--- src/rtl/qbp_pkg.sv ---
package qbp_pkg;
  typedef struct packed {
    logic loadLatch;
    logic armAccel;
    logic endAccel;
  } qbpStrobe_t;
endpackage

--- src/rtl/qbp_ctrl.sv ---
module qbp_ctrl
  import qbp_pkg::*;
(
  input  logic       clk,
  input  logic       rstN,
  input  logic       wrStrobe,
  input  logic       ackSclHigh,
  output qbpStrobe_t strobes,
  output logic       accelWindow
);
  logic ackPrev;
  logic accelArmed;

  always_comb begin
    strobes.loadLatch = wrStrobe;
    strobes.armAccel  = wrStrobe;
    strobes.endAccel  = ackPrev & ~ackSclHigh;
  end

  always_ff @(posedge clk or negedge rstN) begin
    if (!rstN) begin
      ackPrev    <= 1'b0;
      accelArmed <= 1'b0;
    end else begin
      ackPrev <= ackSclHigh;
      if (strobes.armAccel)      accelArmed <= 1'b1;
      else if (strobes.endAccel) accelArmed <= 1'b0;
    end
  end

  assign accelWindow = accelArmed & ackSclHigh;

  // boost window only exists while SCL is high in the acknowledge bit
  p_window_needs_ack_r5: assert property (@(posedge clk) disable iff (!rstN)
    accelWindow |-> ackSclHigh);

  // once an acknowledge phase ends with no new write, the next cannot boost
  p_window_closes_r5: assert property (@(posedge clk) disable iff (!rstN)
    (strobes.endAccel && !wrStrobe) |=> !accelArmed || $past(wrStrobe));
endmodule

--- src/rtl/qbp_datapath.sv ---
module qbp_datapath
  import qbp_pkg::*;
#(
  parameter int WIDTH       = 8,
  parameter int SYNC_STAGES = 2
) (
  input  logic             clk,
  input  logic             rstN,
  input  qbpStrobe_t       strobes,
  input  logic [WIDTH-1:0] wrData,
  input  logic             accelWindow,
  input  logic [WIDTH-1:0] pinIn,
  output logic [WIDTH-1:0] sinkEn,
  output logic [WIDTH-1:0] weakPuEn,
  output logic [WIDTH-1:0] accelEn,
  output logic [WIDTH-1:0] pinSync
);
  localparam int LAST_STAGE = SYNC_STAGES - 1;

  logic [WIDTH-1:0] portLatch;
  logic [WIDTH-1:0] syncChain [SYNC_STAGES];

  always_ff @(posedge clk or negedge rstN) begin
    if (!rstN)                  portLatch <= '1;
    else if (strobes.loadLatch) portLatch <= wrData;
  end

  genvar s;
  generate
    for (s = 0; s < SYNC_STAGES; s++) begin : g_sync
      always_ff @(posedge clk or negedge rstN) begin
        if (!rstN) syncChain[s] <= '1;
        else if (s == 0) syncChain[s] <= pinIn;
        else syncChain[s] <= syncChain[(s == 0) ? 0 : s-1];
      end
    end
  endgenerate

  genvar b;
  generate
    for (b = 0; b < WIDTH; b++) begin : g_pin
      assign sinkEn[b]   = ~portLatch[b];
      assign weakPuEn[b] = portLatch[b];
      assign accelEn[b]  = portLatch[b] & accelWindow;
    end
  endgenerate

  assign pinSync = syncChain[LAST_STAGE];

  // sink never fights a pull-up on the same pin
  p_sink_exclusive_r7: assert property (@(posedge clk) disable iff (!rstN)
    (sinkEn & (weakPuEn | accelEn)) == '0);

  // the latch changes only on a write strobe
  p_latch_holds_r3: assert property (@(posedge clk) disable iff (!rstN)
    !strobes.loadLatch |=> $stable(portLatch));

  // a boosted pin is one whose latch bit is 1
  p_accel_subset_r4: assert property (@(posedge clk) disable iff (!rstN)
    (accelEn & ~weakPuEn) == '0);

  logic [1:0] cyclesUp;
  always_ff @(posedge clk or negedge rstN) begin
    if (!rstN)               cyclesUp <= '0;
    else if (cyclesUp != 2'd3) cyclesUp <= cyclesUp + 2'd1;
  end

  // synchronizer latency of two edges (default configuration)
  p_sync_delay_r8: assert property (@(posedge clk) disable iff (!rstN)
    (SYNC_STAGES == 2 && cyclesUp >= 2'd2) |-> pinSync == $past(pinIn, 2));
endmodule

--- src/rtl/qbio_port.sv ---
module qbio_port
  import qbp_pkg::*;
#(
  parameter int WIDTH       = 8,
  parameter int SYNC_STAGES = 2
) (
  input  logic             clk,
  input  logic             rstN,
  input  logic             wrStrobe,
  input  logic [WIDTH-1:0] wrData,
  input  logic             ackSclHigh,
  input  logic [WIDTH-1:0] pinIn,
  output logic [WIDTH-1:0] sinkEn,
  output logic [WIDTH-1:0] weakPuEn,
  output logic [WIDTH-1:0] accelEn,
  output logic [WIDTH-1:0] pinSync
);
  qbpStrobe_t strobes;
  logic       accelWindow;

  qbp_ctrl ctrl_i (
    .clk        (clk),
    .rstN       (rstN),
    .wrStrobe   (wrStrobe),
    .ackSclHigh (ackSclHigh),
    .strobes    (strobes),
    .accelWindow(accelWindow)
  );

  qbp_datapath #(.WIDTH(WIDTH), .SYNC_STAGES(SYNC_STAGES)) dp_i (
    .clk        (clk),
    .rstN       (rstN),
    .strobes    (strobes),
    .wrData     (wrData),
    .accelWindow(accelWindow),
    .pinIn      (pinIn),
    .sinkEn     (sinkEn),
    .weakPuEn   (weakPuEn),
    .accelEn    (accelEn),
    .pinSync    (pinSync)
  );
endmodule

--- config.mk ---
export PLATFORM = sky130hd
export DESIGN_NAME = qbio_port
export DESIGN_NICKNAME = d
export VERILOG_FILES = /design/src/rtl/qbp_pkg.sv /design/src/rtl/qbp_ctrl.sv /design/src/rtl/qbp_datapath.sv /design/src/rtl/qbio_port.sv
export SDC_FILE = /design/constraint.sdc
export NUM_CORES = 1
export LEC_CHECK = 0
export BUFFER_PORTS_ARGS = -buffer_cell sky130_fd_sc_hd__buf_2
export CORE_MARGIN = 10
export CORE_UTILIZATION = 45
export DETAILED_ROUTE_END_ITERATION = 6
export PLACE_DENSITY = 0.89
export SETUP_SLACK_MARGIN = 0.3
export SYNTH_ARGS = -nofsm -noshare
export SYNTH_HDL_FRONTEND = slang
export SYNTH_SLANG_ARGS = --single-unit
--- constraint.sdc ---
create_clock -name clk -period 2.2 [get_ports clk]
set_input_delay 0.22 -clock clk [delete_from_list [all_inputs] [get_ports clk]]
set_output_delay 0.22 -clock clk [all_outputs]
set_load 0.005 [all_outputs]
[Word-level counts from Yosys, hierarchy flattened]
Cells that the tools add are included.
Storage, ports and cells
  output and inout port bits: 32
  bits of input ports: 20
  flip-flop bits (word level): 26
  logic and storage cells: 27
Operators by class
  reductions and logical operators: 1
  bitwise operators: 19
  multiplexer cells: 2
Operators by type and width (count)
  $and A1 B1 Y1: 10
  $not A1 Y1: 9
  $mux W1: 2
  $reduce_bool A2 Y1: 1

[Depth between registers and ports, before layout]
  word-level depth: 4
  depth in mapped cells: 4
  gate-level depth less buffers: 2

[Modules after synthesis]
From an unflattened synthesis, not the netlist that was laid out.
Unflattened totals
  cell total of the unflattened synthesis: 65
  area total of the unflattened synthesis: 1003.5 um2
By module, submodules not included
  qbp_datapath: instances 1, area an instance 902.1 um2, sequential area each 630.6 um2, cells each 57
  qbp_ctrl: instances 1, area an instance 101.3 um2, sequential area each 50.0 um2, cells each 8

[Worst setup path after synthesis]
No wires, ideal clock.
  path kind: register to output
  from: register dp_i.portLatch[0] (netlist: dp_i.weakPuEn[0])
  to: output accelEn[0]
  data arrival time: 683 ps
  path slack: 1297 ps
  required time: 1980 ps
  path buffers: 0
  stages on the path, launching flop included: 2
  path through: dfstp_2 -> and3_1
On the way
  longest elaborated chain between the ends: 1
RTL lines
  start, declared: RTL line qbp_datapath.sv:20  | logic [WIDTH-1:0] portLatch;
  start signal, assigned: RTL line qbp_datapath.sv:25  | else if (strobes.loadLatch) portLatch <= wrData;
  $and A1 B1 Y1: RTL line qbp_datapath.sv:44  | assign accelEn[b] = portLatch[b] & accelWindow;
  end, declared: RTL line qbio_port.sv:15  | output logic [WIDTH-1:0] accelEn,
No other way between the ends.

[Worst setup path after layout]
  from: register dp_i.portLatch[4] (netlist: dp_i.weakPuEn[4])
  to: output accelEn[4]
Same word-level chain as after synthesis.

==> results.txt <==
The flow ran to the end, and the final reports show no timing, DRC or antenna violations. The fmax came out at 712 MHz. The maximum VDD drop came out at 0.452 mV. Setup repair after global routing left no endpoint under its margin. The power density relative to cell area is 708 nW/um^2. The worst path setup slack after routing came out at 0.796 ns. The total count of max-transition violations in the final report is 0. The die outline area is 4370 um^2. The beginning of the worst register-to-register path is dp_i.weakPuEn[4]. The worst setup path is captured at an output port. The layout has 182 filler cells. The path type of the worst setup path is reg2out. Combinational cells account for 14.5% of the total power. The clock period minus worst slack is 1.40 ns. Cells with a size suffix above 1 make up 69.4% of the layout.

TritonCTS built the clock tree. The core area is 2000 um^2. For the final database, setup skew stands at 0.000485 ns. The clock network latency to the later pin of the worst-skew pair came out at 0.31 ns. For this design the total switching power over the nets is 0.212 mW. The launch point of the critical path is dp_i.weakPuEn[4]. The final critical-path share of the clock period is 63.8%. The post-synthesis to final-layout area growth is 34.4%. Synthesis inferred 26 register bits. The filler-free cell count of the finished design is 151. The final number of hold-violating endpoints came to 0.

The number of clock buffers inserted by TritonCTS came out at 3. The distinct cell type count after synthesis is 12. The number of rows created at floorplan came out at 16. In this run the count of I/O pins placed on the die edge is 52. OpenSTA, run right after detailed placement, puts the worst setup slack at 1.17 ns.

The relative contribution of sequential cells to total power came out at 60.0%. The number of setup buffers added after CTS is 0. The worst hold path class is in2reg.

Clock-pin slew was measured on the worst setup and hold paths at 0.13 ns. The die is 66.1 um wide. The starting utilization of the core area came out at 47.8%.

The remaining global-route overflow came out at 0. The via count of the first global-routing pass came out at 728. The number of warning messages in the yosys log came out at 0.

The iteration-0 DRC count of the detailed router is 8. The root buffer cell chosen for the clock tree is sky130_fd_sc_hd__clkbuf_4. The tree built by TritonCTS fans out to 26 sinks.

After routing, the total negative slack on setup checks comes to 0 ns. The post-synthesis net count is 90. The HPWL after detailed placement is 1730 um.

The number of placed instances with taps included is 138. The element type at the critical path start is a register. The max-cap violation count is 0. Of all nets on the critical path, the largest fanout is 3.

The post-detailed-routing wire length came out at 2310 um. Port buffering added 51 buffers. The static leakage power is 0.666 nW. The total of endpoints with negative setup slack in the final report is 0. The portion of the post-synthesis area used by sequential elements is 71.1%. The part of the power in the clock network came out at 25.5%. The average instance area after synthesis came out at 13.7 um^2. The number of cells on the worst reg-to-reg path is 2.

The post-detailed-route DRC marker count is 0. The internal power contribution is 0.698 mW. The final net count came out at 145. The pre-antenna-repair detailed-routing pass consisted of 4 iterations. The mapped cell area is 957 um^2.

From bottom edge to top edge, the die measures 66.1 um. The antenna diode instance count came out at 0. Of the total power, the share spent switching nets is 23.3%. The antenna violation net count after detailed routing is 0. The fraction of the core area covered by cells at the end of the flow came out at 64.3%.

The worst hold path depth is 3. The number of antenna violations at the first check in global routing is 0. At the pin with the least slew margin, the transition time is 0.541 ns. The number of H-tree levels is 1. The detailed router placed 675 vias in this run. The synthesized instance count came out at 70. The global-route wire length before repair is 3660 um. The combined global-route utilization of all metal layers is 11.1%. After detailed routing, the average wire length per cell comes to 15.3 um. Routability-driven placement finished with a final weighted congestion of 0.717. The total of cells resized after clock tree synthesis is 0. The required time at the endpoint of the critical path came out at 1.98 ns. The number of buffers on the longest clock path came out at 2. The per-cell via count in the routed design came out at 4.47. The worst path arrival time is 1.18 ns.

The worst hold margin came out at 0.0844 ns. The headroom to the max-slew limit is 63.9%. The pin count of the biggest net entering global routing is 27. The source of the worst hold timing path is wrData[7].
layout make-up:
cell class / instances / area [um^2] / area share, %
repair buffers: 60 / 345 / 26.8
flip-flops and latches: 26 / 681 / 52.9
multi-input cells: 26 / 160 / 12.5
clock buffers: 4 / 36.3 / 2.82
inverters: 8 / 30.0 / 2.33
well taps: 27 / 33.8 / 2.63
path summary, 6_finish.rpt:
check                      slack [ns]                end
min reg2reg                      0.36    dp_i.pinSync[7]
max                              0.80         accelEn[4]
max reg2reg                      1.37   dp_i.weakPuEn[4]
max in group asynchronous        1.42    dp_i.pinSync[0]
min in group asynchronous        0.41  ctrl_i.accelArmed
min                              0.08   dp_i.weakPuEn[7]
layer usage:
metal / up-vias / routed length (um) / GRT usage, % / part of all wire, %
met3: 6 / 194 / 5.08 / 8.4
li1: 319 / - / - / -
met1: 315 / 783 / 10.5 / 34
met5: - / 0 / 0 / 0
met4: 0 / 61 / 6.28 / 2.6
met2: 35 / 1280 / 19.4 / 55
worst max-delay path: stages, from the launching register on:
cell	delay [ns]
sky130_fd_sc_hd__dfstp_2	0.57
sky130_fd_sc_hd__and3_1	0.18
sky130_fd_sc_hd__buf_2	0.12
logic make-up after synthesis:
| logic type | count (synthesis) | synth area share (%) |
|---|---|---|
| flops | 26 | 71.1 |
| simple gates | 17 | 9.02 |
| buf+inv | 18 | 12.2 |
| compound gates | 9 | 7.71 |
per-stage QoR:
stage	cell area, um^2	power [mW]
3_3_place_gp	1160	0.669
2_1_floorplan	957	0.608
6_report	1290	0.910
4_1_cts	1290	0.923
5_1_grt	1290	0.963
3_5_place_dp	1160	0.676
layout by cell type (no fill, tap or decap), drive strengths merged:
master and n:
dfrtp 2, dfstp 24, and3 8, inv 8
clkbuf 4, o21ai 8, nand2 8, nand2b 1
buf 51, dlygate4sd3 9, a21o 1
registers in the layout, indices dropped and copies added (netlist names):
signal	cells
ctrl_i.ackPrev	1
dp_i.pinSync	8
dp_i.syncChain	8
ctrl_i.accelArmed	1
dp_i.weakPuEn	8
power by group through the flow:
stage	clock [mW]	sequential (mW)	combinational (mW)
after floorplan	0	0.552	0.0567
after global placement	0	0.551	0.118
after CTS	0.242	0.546	0.135
final	0.232	0.547	0.132
after global routing	0.264	0.551	0.148
after detailed placement	0	0.554	0.122
timing repair:
action / in CTS / in global routing
hold buffers: 9 / 0
endpoints found under the setup margin: 0 / 0
hold endpoints to repair: 10 / 0
Yosys cell counts, drive strengths merged:
cell	instances	share of area (%)
a21o	1	0.78
and3	8	5.2
buf	10	9.0
dfrtp	2	5.2
dfstp	24	66
inv	8	3.1
nand2	8	3.1
nand2b	1	0.65
o21ai	8	6.9
Power figures use the tool's default switching activity.
